## config.mk

```make
export PLATFORM = sky130hd
export DESIGN_NAME = lbk_channel_ctrl
export DESIGN_NICKNAME = d
export VERILOG_FILES = /design/src/rtl/lbk_pkg.sv /design/src/rtl/lbk_path_fsm.sv /design/src/rtl/lbk_loop_word.sv /design/src/rtl/lbk_serial_route.sv /design/src/rtl/lbk_channel_ctrl.sv
export SDC_FILE = /design/constraint.sdc
export NUM_CORES = 1
export LEC_CHECK = 0
export CAP_MARGIN = 10
export CORE_MARGIN = 8
export CORE_UTILIZATION = 35
export DETAILED_ROUTE_END_ITERATION = 7
export DONT_BUFFER_PORTS = 1
export SETUP_SLACK_MARGIN = 0.5
export SYNTH_ARGS = -nofsm -noshare
export SYNTH_HDL_FRONTEND = slang
export SYNTH_SLANG_ARGS = --single-unit
```

## constraint.sdc

```tcl
create_clock -name clk_i -period 0.95 [get_ports clk_i]
set_input_delay 0.1425 -clock clk_i [delete_from_list [all_inputs] [get_ports clk_i]]
set_output_delay 0.1425 -clock clk_i [all_outputs]
set_load 0.005 [all_outputs]
```

## src/rtl/lbk_pkg.sv

```systemverilog
package lbk_pkg;

    typedef enum logic [1:0] {
        LB_NORMAL   = 2'b00,
        LB_PARALLEL = 2'b01,
        LB_SERIAL   = 2'b10,
        LB_RESERVED = 2'b11
    } lb_mode_e;

    typedef enum logic [1:0] {
        PATH_DIRECT = 2'd0,
        PATH_PLOOP  = 2'd1,
        PATH_SLOOP  = 2'd2
    } path_e;

    localparam int unsigned STAT_W = 3;

    localparam logic [STAT_W-1:0] ST_DATA    = 3'b000;
    localparam logic [STAT_W-1:0] ST_SPECIAL = 3'b001;
    localparam logic [STAT_W-1:0] ST_DISP    = 3'b010;
    localparam logic [STAT_W-1:0] ST_OOB     = 3'b011;
    localparam logic [STAT_W-1:0] ST_FLOW    = 3'b100;
    localparam logic [STAT_W-1:0] ST_RESYNC  = 3'b110;
    localparam logic [STAT_W-1:0] ST_LOS     = 3'b111;

endpackage

```

## src/rtl/lbk_path_fsm.sv

```systemverilog
module lbk_path_fsm
    import lbk_pkg::*;
(
    input  logic       clk_i,
    input  logic       rst_ni,
    input  logic [1:0] mode_i,
    input  logic       bist_en_i,
    output path_e      path_d_o,
    output path_e      path_q_o
);

    path_e path_q, path_d;

    always_comb begin
        unique case (lb_mode_e'(mode_i))
            LB_PARALLEL: path_d = bist_en_i ? PATH_DIRECT : PATH_PLOOP;
            LB_SERIAL:   path_d = PATH_SLOOP;
            LB_NORMAL,
            LB_RESERVED: path_d = PATH_DIRECT;
            default:     path_d = PATH_DIRECT;
        endcase
    end

    always_ff @(posedge clk_i or negedge rst_ni) begin
        if (!rst_ni) path_q <= PATH_DIRECT;
        else         path_q <= path_d;
    end

    assign path_d_o = path_d;
    assign path_q_o = path_q;

endmodule

```

## src/rtl/lbk_loop_word.sv

```systemverilog
module lbk_loop_word
    import lbk_pkg::*;
#(
    parameter int unsigned          BYTE_W    = 8,
    parameter logic [BYTE_W-1:0]    IDLE_CODE = 8'hBC
) (
    input  logic [BYTE_W-1:0] rx_byte_i,
    input  logic              rx_kflag_i,
    input  logic [STAT_W-1:0] rx_status_i,
    output logic [BYTE_W-1:0] lp_byte_o,
    output logic              lp_cmd_o
);

    logic link_down;

    assign link_down = (rx_status_i == ST_RESYNC) || (rx_status_i == ST_LOS);

    always_comb begin
        if (link_down) begin
            lp_byte_o = IDLE_CODE;
            lp_cmd_o  = 1'b1;
        end else begin
            lp_byte_o = rx_byte_i;
            lp_cmd_o  = rx_kflag_i;
        end
    end

endmodule

```

## src/rtl/lbk_serial_route.sv

```systemverilog
module lbk_serial_route
    import lbk_pkg::*;
(
    input  path_e path_q_i,
    input  logic  ser_tx_bit_i,
    input  logic  ser_line_rx_i,
    output logic  cdr_in_o,
    output logic  ser_out_p_o,
    output logic  ser_out_r_o
);

    assign cdr_in_o    = (path_q_i == PATH_SLOOP) ? ser_tx_bit_i : ser_line_rx_i;
    assign ser_out_p_o = ser_tx_bit_i;
    assign ser_out_r_o = ser_tx_bit_i;

endmodule

```

## src/rtl/lbk_channel_ctrl.sv

```systemverilog
module lbk_channel_ctrl
    import lbk_pkg::*;
#(
    parameter int unsigned       BYTE_W    = 8,
    parameter int unsigned       TMODE_W   = 3,
    parameter logic [BYTE_W-1:0] IDLE_CODE = 8'hBC
) (
    input  logic               clk_i,
    input  logic               rst_ni,
    input  logic [1:0]         mode_i,
    input  logic               bist_en_i,
    input  logic [BYTE_W-1:0]  ext_tx_byte_i,
    input  logic               ext_tx_cmd_i,
    input  logic               ext_tx_k_i,
    input  logic               ext_wsync_en_i,
    input  logic [TMODE_W-1:0] ext_tmode_i,
    input  logic [BYTE_W-1:0]  rx_byte_i,
    input  logic               rx_kflag_i,
    input  logic [STAT_W-1:0]  rx_status_i,
    input  logic               ser_tx_bit_i,
    input  logic               ser_line_rx_i,
    output logic [BYTE_W-1:0]  tx_byte_o,
    output logic               tx_cmd_o,
    output logic               tx_k_o,
    output logic               tx_wsync_o,
    output logic [TMODE_W-1:0] tx_tmode_o,
    output logic               rx_valid_o,
    output logic               rx_wclk_int_o,
    output logic               cdr_in_o,
    output logic               ser_out_p_o,
    output logic               ser_out_r_o
);

    path_e             path_d, path_q;
    logic [BYTE_W-1:0] lp_byte;
    logic              lp_cmd;

    lbk_path_fsm u_fsm (
        .clk_i     (clk_i),
        .rst_ni    (rst_ni),
        .mode_i    (mode_i),
        .bist_en_i (bist_en_i),
        .path_d_o  (path_d),
        .path_q_o  (path_q)
    );

    lbk_loop_word #(
        .BYTE_W    (BYTE_W),
        .IDLE_CODE (IDLE_CODE)
    ) u_word (
        .rx_byte_i   (rx_byte_i),
        .rx_kflag_i  (rx_kflag_i),
        .rx_status_i (rx_status_i),
        .lp_byte_o   (lp_byte),
        .lp_cmd_o    (lp_cmd)
    );

    lbk_serial_route u_ser (
        .path_q_i      (path_q),
        .ser_tx_bit_i  (ser_tx_bit_i),
        .ser_line_rx_i (ser_line_rx_i),
        .cdr_in_o      (cdr_in_o),
        .ser_out_p_o   (ser_out_p_o),
        .ser_out_r_o   (ser_out_r_o)
    );

    // Output process: registered on the same edge as the path state.
    always_ff @(posedge clk_i or negedge rst_ni) begin
        if (!rst_ni) begin
            tx_byte_o     <= '0;
            tx_cmd_o      <= 1'b0;
            tx_k_o        <= 1'b0;
            tx_wsync_o    <= 1'b0;
            tx_tmode_o    <= '0;
            rx_valid_o    <= 1'b0;
            rx_wclk_int_o <= 1'b0;
        end else begin
            unique case (path_d)
                PATH_PLOOP: begin
                    tx_byte_o     <= lp_byte;
                    tx_cmd_o      <= lp_cmd;
                    tx_k_o        <= 1'b1;
                    tx_wsync_o    <= 1'b0;
                    tx_tmode_o    <= '0;
                    rx_valid_o    <= 1'b0;
                    rx_wclk_int_o <= 1'b1;
                end
                PATH_DIRECT, PATH_SLOOP: begin
                    tx_byte_o     <= ext_tx_byte_i;
                    tx_cmd_o      <= ext_tx_cmd_i;
                    tx_k_o        <= ext_tx_k_i;
                    tx_wsync_o    <= ext_wsync_en_i;
                    tx_tmode_o    <= ext_tmode_i;
                    rx_valid_o    <= 1'b1;
                    rx_wclk_int_o <= 1'b0;
                end
                default: begin
                    tx_byte_o     <= ext_tx_byte_i;
                    tx_cmd_o      <= ext_tx_cmd_i;
                    tx_k_o        <= ext_tx_k_i;
                    tx_wsync_o    <= ext_wsync_en_i;
                    tx_tmode_o    <= ext_tmode_i;
                    rx_valid_o    <= 1'b1;
                    rx_wclk_int_o <= 1'b0;
                end
            endcase
        end
    end

endmodule

```

==> results.txt, run 1 <==
Status -> complete, but fails checks
Failing checks -> hold timing, setup timing
Number of port buffers -> 0
Max cap viols -> 0
Final Core Density -> 42.9%
YS warnings -> 0
Area of the multi-input gates -> 248 um^2
Remaining Overflow, GRT -> 0
Final-report setup violation count -> 1
Crit path capture type -> output pin
Switching share of power -> 20.5%
Seq pwr share -> 64.4%
Leading area contributor after synthesis -> dfrtp_1
Most numerous cell in the Yosys netlist -> dfrtp_1
Yosys top cell area share -> 60.6%
Initial drt markers -> 4
Routed wire length -> 1.64 mm
Synth Cell Area -> 743 um^2
CTS Buf Count -> 3
TNS Setup -> -0.305 ns
CP required -> 0.81 ns
Clock-pin slew on the worst setup and hold paths -> 0.09 ns
TritonCTS clock tree -> done
PnR worst setup slack -> -0.305 ns
Share of layout cells above drive strength 1 -> 23.3%
Tmin final -> 1.25 ns
Die height -> 62.1 um
Grt met2 use -> 15.6%
Leakage power -> 0.385 nW
Place WS -> -0.00141 ns
Root buf cell -> clkbuf_4
Filler instances -> 184
Crit path cell chain -> nor2b_1 > mux2_4
Register cell area after layout -> 450 um^2
Initial Util -> 37.5%
Primary FF master, synth -> dfrtp_1
Synthesized area per cell -> 12.8 um^2
Gr busiest metal -> met2
FF+latch count, synth -> 18
Initial antenna violation count -> 0
Routed len/inst -> 18.9 um
Worst Tran Pin Value -> 0.134 ns
Pwr dens -> 1530 nW/um^2
Crit Path Class -> flop to output pin
Critical Path AT -> 1.11 ns
Post-route ant nets -> 0
Comb pwr share -> 8.8%
Power share of the clock group -> 26.8%
Mapped Nets -> 91
Fraction of registers with async set or reset after synthesis -> 100%
Critical path's slowest cell -> dfrtp_1
GRT Total Usage -> 9.20%
Int Pwr -> 1.04 mW
Vias in the first global route -> 512
Die ar. -> 3850 um^2
DP Wirelength -> 1.33 mm
NetSw -> 0.267 mW
# diodes -> 0
Synth unique cells -> 14
Area Overhead vs Synth -> 14.5%
Final Wtd Congestion -> 0.568
Post-synth EDFFs -> 0
CP max stage delay -> 0.37 ns
Seq/Total Area, Yosys -> 60.6%
Clock tree buffer depth -> 2
RSZ-0062 raised after global routing -> true
Met3 Usage GRT -> 4.53%
Core Region -> 1980 um^2
I/O pin count -> 52
Synth top area cells -> dfrtp_1, mux2i_1, mux2_2
Largest net degree at the start of global routing -> 19
Startpoint Class -> flop
Met1 Use GR -> 8.28%
CP Max Fanout -> 1
Via/cell ratio -> 4.76
Top cells by count, synth -> dfrtp_1, inv_1, a21oi_1, mux2i_1
Final nets -> 95
CTS Sinks -> 18
F_max -> 797 MHz
Slew Limit Fails -> 0
DR vias -> 414
Hold slack -> -0.459 ns
First-pass GRT wire length -> 2.48 mm
H-tree depth -> 1
Post-CTS setup buffer count -> 0
FP Rows -> 16
DRC viols -> 0
Die width -> 62.1 um
Hold Crit Class -> input port to async pin
Fin crit share -> 132%
Pre-Repair DR Iteration Count -> 3
Endpoints failing hold -> 32
Max_slew headroom -> 90.8%
Synthesized instance count -> 58
Peak VDD IR -> 0.000564 V
-- stage by stage --
stage	instance area [um^2]	hold WS [ns]	std cells	power (mW)
after floorplan	749	-0.153	58	0.941
after global placement	782	-0.153	83	0.951
after detailed placement	782	-0.153	83	0.956
after CTS	851	-0.475	87	1.34
after global routing	851	-0.491	87	1.38
final	851	-0.459	87	1.30
-- cell usage in the layout, fill, tap and decap left out, drive strengths merged --
master	n
and2b	2
nor3b	2
a21oi	6
dfrtp	18
or2	1
mux2	4
inv	7
a21boi	3
nor2b	4
buf	4
clkbuf	3
mux2i	6
-- power by group through the flow --
stage,sequential (mW),clock (mW),combinational (mW)
2_1_floorplan,0.847,0,0.0936
6_report,0.840,0.349,0.115
5_1_grt,0.846,0.410,0.127
3_3_place_gp,0.857,0,0.0942
4_1_cts,0.843,0.383,0.118
3_5_place_dp,0.859,0,0.0971
-- critical path: cells and delay by family, from the launching register on --
| family | cells | cell delay [ns] |
|---|---|---|
| multiplexers | 1 | 0.32 |
| AND/OR/NAND/NOR | 1 | 0.14 |
| flip-flops | 1 | 0.37 |
-- state kept, by name (all words and copies together) (netlist names) --
register	count
rx_valid_o	1
rx_wclk_int_o	1
tx_byte_o	8
tx_cmd_o	1
tx_k_o	1
tx_tmode_o	3
tx_wsync_o	1
u_fsm.path_q_o	2
-- how the worst max path moves through the flow --
stage	cells past startpoint	startpoint	slack [ns]	end
6_report	2	u_fsm.path_q_o[0]	-0.30	cdr_in_o
3_5_place_dp	3	bist_en_i	-0.001	tx_byte_o[0]
5_1_grt	2	u_fsm.path_q_o[0]	-0.37	cdr_in_o
3_3_place_gp	3	bist_en_i	0.001	tx_byte_o[0]
2_1_floorplan	2	u_fsm.path_q_o[0]	0.03	cdr_in_o
4_1_cts	2	u_fsm.path_q_o[0]	-0.33	cdr_in_o
-- metal layers --
metal	up-vias	share of wire [%]
li1	190	-
met1	194	31
met2	28	53
met3	2	15
met4	0	1.6
met5	-	0
-- final cells by class --
cell class              count  share of cell area (%)
flip-flops and latches     18                    52.9
multi-input cells          28                    29.1
repair buffers              4                    8.24
well taps                  27                    3.97
inverters                   7                    3.09
clock buffers               3                    2.65
-- kinds of logic (layout without fill, tap and decap cells) --
group | Yosys count | after routing | synth area share [%]
AND/OR/NAND/NOR | 9 | 9 | 9.76
AO/OA/AOI/OAI | 9 | 9 | 7.07
buffers and inverters | 12 | 14 | 8.42
multiplexers | 10 | 10 | 14.1
flip-flops | 18 | 18 | 60.6
-- what timing repair did --
action,4_1_cts,5_1_grt
resized for setup,6,0
endpoints found under the setup margin,32,32
endpoints found under the hold margin,34,34
cloned,1,0
Power figures use the tool's default switching activity.
==> run 2, diff against run 1 <==
Settings changed: CELL_PAD_IN_SITES_DETAIL_PLACEMENT from default to 0, CELL_PAD_IN_SITES_GLOBAL_PLACEMENT from default to 1, CORE_UTILIZATION 35 to 38, PLACE_DENSITY_LB_ADDON from default to 0.1.
==> results.txt, run 2 (synthesis results as in run 1) <==
Hold slack -> -0.462 ns
CTS Sinks -> 18
Filler instances -> 190
Initial Util -> 39.1%
First-pass GRT wire length -> 2.44 mm
Post-route cell area -> 896 um^2
Top reg by flops -> tx_byte_o
Endpoints failing hold -> 29
Switching share of power -> 20.4%
Clock-pin slew on the worst setup and hold paths -> 0.10 ns
H-tree depth -> 1
FP Rows -> 16
RSZ-0062 raised after global routing -> true
Peak VDD IR -> 0.000623 V
TritonCTS clock tree -> done
Grt met2 use -> 15.4%
Final Wtd Congestion -> 0.633
Core Region -> 1900 um^2
NetSw -> 0.289 mW
Initial drt markers -> 6
Power share of the clock group -> 31.9%
Crit path cell chain -> nor2b_4 > mux2_4
Commonest non-fill, non-tap cell in the layout -> dfrtp_1
Critical path's slowest cell -> dfrtp_1
Fin crit share -> 132%
Met1 Use GR -> 10.2%
Die ar. -> 3630 um^2
Area Overhead vs Synth -> 20.5%
Final Core Density -> 47.1%
Crit Path Class -> flop to output pin
Slew Limit Fails -> 0
Initial antenna violation count -> 0
# diodes -> 0
Met3 Usage GRT -> 4.30%
CTS Buf Count -> 3
Delay-heaviest family, CP -> flip-flops
Seq pwr share -> 59.3%
Die width -> 60.2 um
Critical Path AT -> 1.11 ns
Post-Layout Cell Count -> 92
Failing checks -> hold timing, setup timing
Max cap viols -> 0
Tmin final -> 1.26 ns
DR vias -> 443
CP required -> 0.81 ns
Hold Crit Class -> input port to async pin
DP Wirelength -> 1.31 mm
CP Max Fanout -> 1
CP max stage delay -> 0.41 ns
Post-route ant nets -> 0
Int Pwr -> 1.13 mW
Die height -> 60.2 um
F_max -> 797 MHz
Number of flip-flops in the largest register -> 8
Clock tree buffer depth -> 2
Number of port buffers -> 0
Inst Count DP -> 82
PnR worst setup slack -> -0.305 ns
Crit path buf inv count -> 0
Max_slew headroom -> 85.6%
Leakage power -> 0.413 nW
GRT Total Usage -> 9.30%
Share of layout cells above drive strength 1 -> 32.3%
Status -> complete, but fails checks
Root buf cell -> clkbuf_4
I/O pin count -> 52
Comb pwr share -> 8.8%
Crit path capture type -> output pin
Vias in the first global route -> 495
TNS Setup -> -0.305 ns
Final nets -> 99
DP Area -> 762 um^2
Pwr dens -> 1580 nW/um^2
Gr busiest metal -> met2
Final-report setup violation count -> 1
Routed wire length -> 1.68 mm
Most frequent cells in the layout -> dfrtp_1, buf_6, inv_1, a21oi_1, mux2i_1
Pre-Repair DR Iteration Count -> 2
Worst Tran Pin Value -> 0.215 ns
Startpoint Class -> flop
Remaining Overflow, GRT -> 0
DRC viols -> 0
Largest net degree at the start of global routing -> 19
Routed len/inst -> 18.2 um
Via/cell ratio -> 4.82
[run 2: cell types whose count changed in the layout (fill, tap and decap cells not counted), sizes merged]
cell    before  now
buf          4    8
clkbuf       3    4
[run 2: cell type report]
type	instances	area (um^2)	share of cell area (%)
Inverter	7	26.3	2.93
Tap cell	27	33.8	3.77
Timing Repair Buffer	8	90.1	10.1
Multi-Input combinational cell	28	259	28.9
Clock buffer	4	36.3	4.05
Sequential cell	18	450	50.3
[run 2: final timing paths]
kind	from	end	slack, ns	depth (start not counted)
max	u_fsm.path_q_o[0]	cdr_in_o	-0.31	2
min	rst_ni	tx_wsync_o	-0.46	0
max in group asynchronous	rst_ni	tx_byte_o[5]	1.33	0
min in group clk_i	mode_i[0]	u_fsm.path_q_o[1]	-0.10	1
[run 2: per-layer routing]
| metal | share of wire (%) | up-vias |
|---|---|---|
| met2 | 54 | 23 |
| met5 | 0 | - |
| met3 | 11 | 2 |
| met1 | 34 | 221 |
| met4 | 0.72 | 0 |
| li1 | - | 197 |
[run 2: per-stage QoR]
stage                     worst slack [ns]  total power, mW
after floorplan                     0.0272            0.941
after global placement             -0.0106            0.942
after detailed placement           -0.0667            0.948
after CTS                           -0.334             1.43
after global routing                -0.353             1.49
final                               -0.305             1.42
[run 2: timing repair]
action                                 4_1_cts  5_1_grt
gates resized for setup                     12        3
setup buffers                                5        0
gates cloned                                 1        0
setup endpoints to repair                   33       33
pin swaps                                    1        1
endpoints found under the hold margin       33       33
[run 2: power by group through the flow]
stage | clock network [mW] | logic [mW] | registers (mW)
after floorplan | 0 | 0.0936 | 0.847
after global placement | 0 | 0.0845 | 0.858
after detailed placement | 0 | 0.0900 | 0.858
after CTS | 0.469 | 0.122 | 0.843
after global routing | 0.508 | 0.137 | 0.846
final | 0.453 | 0.125 | 0.842
